==> src/rtl/dma_seq_pkg.sv <==
// Shared types for the DMA transfer cycle sequencer.
// Assumes: at most two beats per phase, so one bit indexes the beat.
package dma_seq_pkg;

    typedef enum logic [1:0] {
        ST_IDLE  = 2'd0,
        ST_READ  = 2'd1,
        ST_WRITE = 2'd2
    } seq_state_t;

    // Per-beat lane plan for one side.
    typedef struct packed {
        logic       two_beats;  // phase needs a second beat
        logic       word;       // beat moves a full 16-bit word
        logic       lane_hi;    // byte beat sits on lane [15:8]
        logic [1:0] be;         // byte enables for this beat
    } beat_ctl_t;

    // Settings copied at start.
    typedef struct packed {
        logic unit16;
        logic src_wide;
        logic dst_wide;
        logic src_rdy_en;
        logic dst_rdy_en;
    } xfer_mode_t;

endpackage

==> src/rtl/dma_beat_plan.sv <==
// Beat planner: for one side, picks the beat count, lane and byte enables
// from the unit size, the bus width and the address low bit.
// Assumes: beat_i is 0 or 1; beat 1 targets address + 1.
module dma_beat_plan
    import dma_seq_pkg::*;
(
    input  logic      unit16_i,
    input  logic      wide_i,
    input  logic      addr_lsb_i,
    input  logic      beat_i,
    output beat_ctl_t ctl_o
);

    logic word_ok;
    logic byte_lsb;

    // Decide the access shape for the current beat.
    always_comb begin
        word_ok         = unit16_i && wide_i && !addr_lsb_i;
        byte_lsb        = addr_lsb_i ^ beat_i;
        ctl_o.word      = word_ok;
        ctl_o.two_beats = unit16_i && !word_ok;
        ctl_o.lane_hi   = wide_i && byte_lsb && !word_ok;
        if (word_ok) begin
            ctl_o.be = 2'b11;
        end else if (wide_i && byte_lsb) begin
            ctl_o.be = 2'b10;
        end else begin
            ctl_o.be = 2'b01;
        end
    end

endmodule

==> src/rtl/dma_wait_timer.sv <==
// Beat timer: counts wait states for the active beat and reports the cycle
// in which the beat completes, gated by ready when ready is enabled.
// Assumes: active_i stays high for the whole beat; the count restarts
// after each completion.
module dma_wait_timer #(
    parameter int WAIT_W = 4
) (
    input  logic              clk,
    input  logic              rst_n,
    input  logic              active_i,
    input  logic [WAIT_W-1:0] wait_i,
    input  logic              rdy_en_i,
    input  logic              rdy_i,
    output logic              fire_o
);

    logic [WAIT_W-1:0] cnt_q;
    logic              reached;

    // Completion when wait states are used up and ready allows it.
    always_comb begin
        reached = (cnt_q == wait_i);
        fire_o  = active_i && reached && (!rdy_en_i || rdy_i);
    end

    // Wait-state counter, cleared between beats.
    always_ff @(posedge clk) begin
        if (!rst_n) begin
            cnt_q <= '0;
        end else if (!active_i || fire_o) begin
            cnt_q <= '0;
        end else if (!reached) begin
            cnt_q <= cnt_q + 1'b1;
        end
    end

endmodule

==> src/rtl/dma_unit_seq.sv <==
// DMA transfer cycle sequencer: moves one 8- or 16-bit unit through a read
// phase and then a write phase. Each phase takes one or two beats,
// depending on the side's bus width and address alignment.
// Assumes: the slave returns read data on bus_rdata_i in the completing
// cycle; settings are copied at start and held for the unit.
module dma_unit_seq
    import dma_seq_pkg::*;
#(
    parameter int ADDR_W = 16,
    parameter int WAIT_W = 4
) (
    input  logic              clk,
    input  logic              rst_n,
    input  logic              start_i,
    input  logic              unit16_i,
    input  logic [ADDR_W-1:0] src_addr_i,
    input  logic [ADDR_W-1:0] dst_addr_i,
    input  logic              src_wide_i,
    input  logic              dst_wide_i,
    input  logic [WAIT_W-1:0] src_wait_i,
    input  logic [WAIT_W-1:0] dst_wait_i,
    input  logic              src_rdy_en_i,
    input  logic              dst_rdy_en_i,
    output logic              busy_o,
    output logic              done_o,
    output logic              bus_req_o,
    output logic              bus_we_o,
    output logic [ADDR_W-1:0] bus_addr_o,
    output logic [1:0]        bus_be_o,
    output logic [15:0]       bus_wdata_o,
    input  logic [15:0]       bus_rdata_i,
    input  logic              bus_rdy_i
);

    localparam int NSIDE = 2;   // 0 = source, 1 = destination

    seq_state_t        state_q;
    logic              beat_q;
    logic              done_q;
    logic [15:0]       hold_q;
    xfer_mode_t        mode_q;
    logic [ADDR_W-1:0] addr_q [NSIDE];
    logic [WAIT_W-1:0] wait_q [NSIDE];
    logic              side_wide [NSIDE];
    beat_ctl_t         side_ctl  [NSIDE];

    beat_ctl_t         cur;
    logic              in_write;
    logic              active;
    logic              fire;
    logic              last_beat;
    logic [WAIT_W-1:0] cur_wait;
    logic              cur_rdy_en;
    logic [7:0]        rd_byte;
    logic [7:0]        wr_byte;

    // Width select per side from the latched mode.
    always_comb begin
        side_wide[0] = mode_q.src_wide;
        side_wide[1] = mode_q.dst_wide;
    end

    // One lane planner for each side.
    for (genvar s = 0; s < NSIDE; s++) begin : g_side
        dma_beat_plan u_plan (
            .unit16_i   (mode_q.unit16),
            .wide_i     (side_wide[s]),
            .addr_lsb_i (addr_q[s][0]),
            .beat_i     (beat_q),
            .ctl_o      (side_ctl[s])
        );
    end

    // Pick the controls of the side in use.
    always_comb begin
        in_write   = (state_q == ST_WRITE);
        active     = (state_q != ST_IDLE);
        cur        = in_write ? side_ctl[1] : side_ctl[0];
        cur_wait   = in_write ? wait_q[1] : wait_q[0];
        cur_rdy_en = in_write ? mode_q.dst_rdy_en : mode_q.src_rdy_en;
        last_beat  = !cur.two_beats || beat_q;
    end

    dma_wait_timer #(.WAIT_W(WAIT_W)) u_timer (
        .clk      (clk),
        .rst_n    (rst_n),
        .active_i (active),
        .wait_i   (cur_wait),
        .rdy_en_i (cur_rdy_en),
        .rdy_i    (bus_rdy_i),
        .fire_o   (fire)
    );

    // Drive the bus port from the current beat.
    always_comb begin
        rd_byte     = cur.lane_hi ? bus_rdata_i[15:8] : bus_rdata_i[7:0];
        wr_byte     = beat_q ? hold_q[15:8] : hold_q[7:0];
        bus_req_o   = active;
        bus_we_o    = in_write;
        bus_addr_o  = (in_write ? addr_q[1] : addr_q[0]) + ADDR_W'(beat_q);
        bus_be_o    = active ? cur.be : 2'b00;
        bus_wdata_o = '0;
        if (in_write) begin
            if (cur.word) begin
                bus_wdata_o = hold_q;
            end else if (cur.lane_hi) begin
                bus_wdata_o = {wr_byte, 8'h00};
            end else begin
                bus_wdata_o = {8'h00, wr_byte};
            end
        end
        busy_o = active;
        done_o = done_q;
    end

    // Phase and beat sequencing with start capture.
    always_ff @(posedge clk) begin
        if (!rst_n) begin
            state_q <= ST_IDLE;
            beat_q  <= 1'b0;
            done_q  <= 1'b0;
            mode_q  <= '0;
            for (int s = 0; s < NSIDE; s++) begin
                addr_q[s] <= '0;
                wait_q[s] <= '0;
            end
        end else begin
            done_q <= 1'b0;
            if (state_q == ST_IDLE) begin
                if (start_i) begin
                    state_q   <= ST_READ;
                    beat_q    <= 1'b0;
                    mode_q    <= '{unit16: unit16_i, src_wide: src_wide_i,
                                   dst_wide: dst_wide_i, src_rdy_en: src_rdy_en_i,
                                   dst_rdy_en: dst_rdy_en_i};
                    addr_q[0] <= src_addr_i;
                    addr_q[1] <= dst_addr_i;
                    wait_q[0] <= src_wait_i;
                    wait_q[1] <= dst_wait_i;
                end
            end else if (fire) begin
                if (!last_beat) begin
                    beat_q <= 1'b1;
                end else if (state_q == ST_READ) begin
                    state_q <= ST_WRITE;
                    beat_q  <= 1'b0;
                end else begin
                    state_q <= ST_IDLE;
                    beat_q  <= 1'b0;
                    done_q  <= 1'b1;
                end
            end
        end
    end

    // Holding register: collects read bytes little-endian.
    always_ff @(posedge clk) begin
        if (!rst_n) begin
            hold_q <= '0;
        end else if (state_q == ST_IDLE && start_i) begin
            hold_q <= '0;
        end else if (state_q == ST_READ && fire) begin
            if (cur.word) begin
                hold_q <= bus_rdata_i;
            end else if (beat_q) begin
                hold_q[15:8] <= rd_byte;
            end else begin
                hold_q[7:0] <= rd_byte;
            end
        end
    end

    // The write phase is entered only from the read phase.
    assert_write_after_read_R2: assert property (@(posedge clk) disable iff (!rst_n)
        (state_q == ST_WRITE && $past(state_q) != ST_WRITE) |-> $past(state_q) == ST_READ);

    // done_o lasts one cycle and follows a write beat.
    assert_done_single_R2: assert property (@(posedge clk) disable iff (!rst_n)
        done_o |=> !done_o);
    assert_done_after_write_R2: assert property (@(posedge clk) disable iff (!rst_n)
        $rose(done_o) |-> $past(bus_we_o && bus_req_o));

    // Settings hold while a unit is in progress.
    assert_cfg_held_R1: assert property (@(posedge clk) disable iff (!rst_n)
        busy_o |=> $stable(mode_q) && $stable(addr_q[0]) && $stable(addr_q[1]));

    // A stalled beat keeps its address and direction.
    assert_stall_holds_R4: assert property (@(posedge clk) disable iff (!rst_n)
        (bus_req_o && cur_rdy_en && !bus_rdy_i) |=>
            bus_req_o && $stable(bus_addr_o) && $stable(bus_we_o));

    // Split beats enable exactly one lane.
    assert_split_one_lane_R6: assert property (@(posedge clk) disable iff (!rst_n)
        (bus_req_o && !cur.word) |-> $countones(bus_be_o) == 1);

endmodule

==> config.mk <==
export PLATFORM = sky130hd
export DESIGN_NAME = dma_unit_seq
export DESIGN_NICKNAME = d
export VERILOG_FILES = /design/src/rtl/dma_seq_pkg.sv /design/src/rtl/dma_beat_plan.sv /design/src/rtl/dma_wait_timer.sv /design/src/rtl/dma_unit_seq.sv
export SDC_FILE = /design/constraint.sdc
export NUM_CORES = 1
export LEC_CHECK = 0
export ABC_CLOCK_PERIOD_IN_PS = 8340
export BUFFER_PORTS_ARGS = -buffer_cell sky130_fd_sc_hd__buf_4
export CAP_MARGIN = 20
export CORE_ASPECT_RATIO = 1.5
export CORE_MARGIN = 1
export CORE_UTILIZATION = 40
export CTS_CLUSTER_SIZE = 16
export DETAILED_ROUTE_END_ITERATION = 12
export GPL_TIMING_DRIVEN = 0
export SLEW_MARGIN = 20
export SYNTH_ARGS = -nofsm -noshare
export SYNTH_HDL_FRONTEND = slang
export SYNTH_SLANG_ARGS = --single-unit
==> constraint.sdc <==
create_clock -name clk -period 8.34 [get_ports clk]
set_clock_uncertainty 0.15 [all_clocks]
set_input_delay 0 -clock clk [delete_from_list [all_inputs] [get_ports clk]]
set_output_delay 0 -clock clk [all_outputs]
set_load 0.05 [all_outputs]
==> impl_metrics.json <==
{
  "status": "complete, no violations",
  "drt_iter0_markers": 137,
  "maxCapViolations": 0,
  "cts_tree": "built",
  "critical-path-max-stage-delay_ps": 480,
  "final_cell_mix": "102 x buf_4, 74 x dlygate4sd3_1, 41 x and2_1",
  "ys_types": 52,
  "reg2regPathDepth": 8,
  "first_pass_iters": 4,
  "required_ps": 8190,
  "grt_pass1_vias": 3329,
  "seq_area_um2": 1780,
  "cts.reportedPaths.clkPinSlew_ps": 60,
  "vias": 3451,
  "crit_fanout": 10,
  "syn_area_per_cell_um2": 10.6,
  "die_x_um": 81.9,
  "synth_top_area_frac": 0.314,
  "start_util": 0.414,
  "critPathLaunchType": "register",
  "fp-row-count": 43,
  "worstReg2RegStart": "beat_q",
  "worstMarginPinSlew_ps": 1060,
  "powerDensity_nw_per_um2": 172,
  "synth-seq-cells": 69,
  "synth_edf_count": 40,
  "grt_pass1_wl_um": 15600,
  "worstSetupEndpointType": "output pin",
  "grt_max_degree": 25,
  "antenna_found_initial": 0,
  "diodes": 0,
  "min_period_over_period": 0.483,
  "cp_cell_sequence": "buf_6 > nand2b_4 > buf_6 > clkbuf_1 > buf_2 > nand2_1 > nand2_1 > ha_1 > ha_1 > nand3_1 > o31ai_2 > nand2_1 > nor3_1 > xnor2_1 > buf_4",
  "power_leakage_nw": 2.45,
  "nets": 618,
  "fmax_ghz": 0.248,
  "syn-num-nets": 430,
  "gp_congestion": 0.779,
  "overflow": 0,
  "synthFlopType": "edfxtp_1",
  "multiInputGateArea_um2": 1920,
  "design_area_um2": 5800,
  "critical_path_arrival_ps": 3880,
  "die_area_um2": 9970,
  "cts.sinks": 69,
  "ys_top_cells_by_area": "edfxtp_1 31%, dfxtp_1 15%, mux2i_1 8.4%, and2_1 6.7%, a22o_1 3.7%",
  "path_class": "reg -> out",
  "grt_setup_unrepaired": "false",
  "min_period_ps": 4030,
  "yosysTopAreaCell": "edfxtp_1",
  "layout_commonest_cell": "buf_4",
  "path_common_cell": "nand2_1",
  "ant_nets": 0,
  "wl_um": 10100,
  "drt-wirelength-per-cell_um": 15.2,
  "die_h_um": 122,
  "yosys_warnings": 0,
  "root_buffer": "clkbuf_16",
  "fillers": 802,
  "final_max_slew_viol_count": 0,
  "clockBufferDepth": 2,
  "min_path_cells": 4,
  "synthCells": 362,
  "postPlaceCellArea_um2": 4760,
  "hpwl_um": 6890,
  "reg2reg_to": "hold_q[8]",
  "synth-seq-area-share": 0.466,
  "numPortBuffers": 101,
  "relSlewSlack": 0.287,
  "cts_buffers": 9,
  "post-route-util": 0.626,
  "drive_above_1_share": 0.256,
  "peakVddDrop_v": 0.000140,
  "core_um2": 9250,
  "min_to": "mode_q[3]",
  "htree_levels": 3,
  "async_flop_share": 0,
  "cp_slowest_cell": "o31ai_2",
  "hp-class": "in -> reg",
  "drc": 0,
  "viasPerCell": 5.17,
  "syn-cell-area_um2": 3830,
  "ios": 103,
  "fin_setup_tns_ps": 0,
  "holdCritStartpoint": "start_i",
  "area_delta_synth_final_pct": 51.5,
  "setup_violations": 0,
  "insertion_delay_ps": 330,
  "grt_usage": 0.211,
  "r2r_setup_slack_ps": 5270,
  "hold_violations": 0
}
==> worst max-delay path, delay by kind of cell, from the launching register on <==
kind	cells	cell delay, ps
AO/OA/AOI/OAI	1	480
XOR/XNOR	1	160
adder cells (fa/ha/maj)	2	440
buffers and inverters	5	1320
flip-flops	1	330
AND/OR/NAND/NOR	6	810
==> cell type report <==
cell class | instances | area share
multi-input cells | 268 | 0.332
flip-flops and latches | 69 | 0.307
repair buffers | 177 | 0.264
clock buffers | 13 | 0.0468
well taps | 112 | 0.0242
plain buffers | 15 | 0.0149
inverters | 10 | 0.00777
clock inverters | 3 | 0.00324
==> cells by family (layout without fill, tap and decap cells) <==
kind of cell	after synthesis	count (layout)	share of synthesized area
simple gates	138	138	0.204
flops	69	69	0.466
mux	32	32	0.0837
buf+inv	25	218	0.0343
fa+ha+maj	3	3	0.00981
compound gates	73	73	0.152
xor+xnor	22	22	0.0503
==> where the power goes <==
| part | internal, mW | switching (mW) |
|---|---|---|
| Clock | 0.227 | 0.138 |
| Combinational | 0.100 | 0.125 |
| Sequential | 0.390 | 0.0170 |
| Total | 0.718 | 0.280 |
==> per-stage QoR <==
step / power, mW / setup slack (ps) / cells / hold WS [ps]
after detailed placement: 0.610 / 4630 / 576 / 123
after global placement: 0.606 / 4680 / 575 / 118
after global routing: 1.04 / 4020 / 667 / 67.7
final: 0.998 / 4310 / 667 / 24.8
after floorplan: 0.540 / 4730 / 362 / -2.51
after CTS: 1.01 / 4240 / 666 / 4.34
==> state kept, by name (all words and copies together), names as in the netlist <==
| signal | flops |
|---|---|
| wait_q | 8 |
| beat_q | 1 |
| mode_q | 5 |
| done_o | 1 |
| state_q | 2 |
| hold_q | 16 |
| u_timer.cnt_q | 4 |
| addr_q | 32 |
==> cells in the mapped netlist, types with 5 or more instances <==
cell        n
mux2i_1    32
clkbuf_1    8
nand2b_1    5
a31oi_1     5
inv_1       8
o21ai_0     5
dfxtp_1    29
nand2_1    33
xnor2_1     8
nand3_1    17
nor3_1      5
a21oi_1    12
edfxtp_1   40
xor2_1     14
o2bb2ai_1  16
a22o_1     16
nor2_1     14
and2_1     41
==> repair_timing <==
action                                  4_1_cts  5_1_grt
hold buffers                                 74        0
setup buffers                                 0        0
gates resized for setup                       0        0
endpoints found under the hold margin        61        0
endpoints found under the setup margin        0        0
==> routing by layer <==
metal,GRT usage,vias up,part of all wire
met5,0,-,0
met2,0.386,100,0.54
li1,-,1704,-
met3,0.0367,10,0.047
met4,0.102,0,0.021
met1,0.227,1637,0.39
==> how the worst max path moves through the flow <==
| stage | startpoint | endpoint | slack, ps | cells past startpoint |
|---|---|---|---|---|
| global route | state_q[0] | bus_addr_o[10] | 4020 | 15 |
| global placement | state_q[0] | bus_addr_o[10] | 4680 | 15 |
| finish | state_q[0] | bus_addr_o[10] | 4310 | 15 |
| detailed placement | state_q[0] | bus_addr_o[10] | 4630 | 15 |
| floorplan | state_q[0] | bus_addr_o[12] | 4730 | 14 |
| CTS | state_q[0] | bus_addr_o[10] | 4240 | 15 |
(Power assumes the default switching activity.)
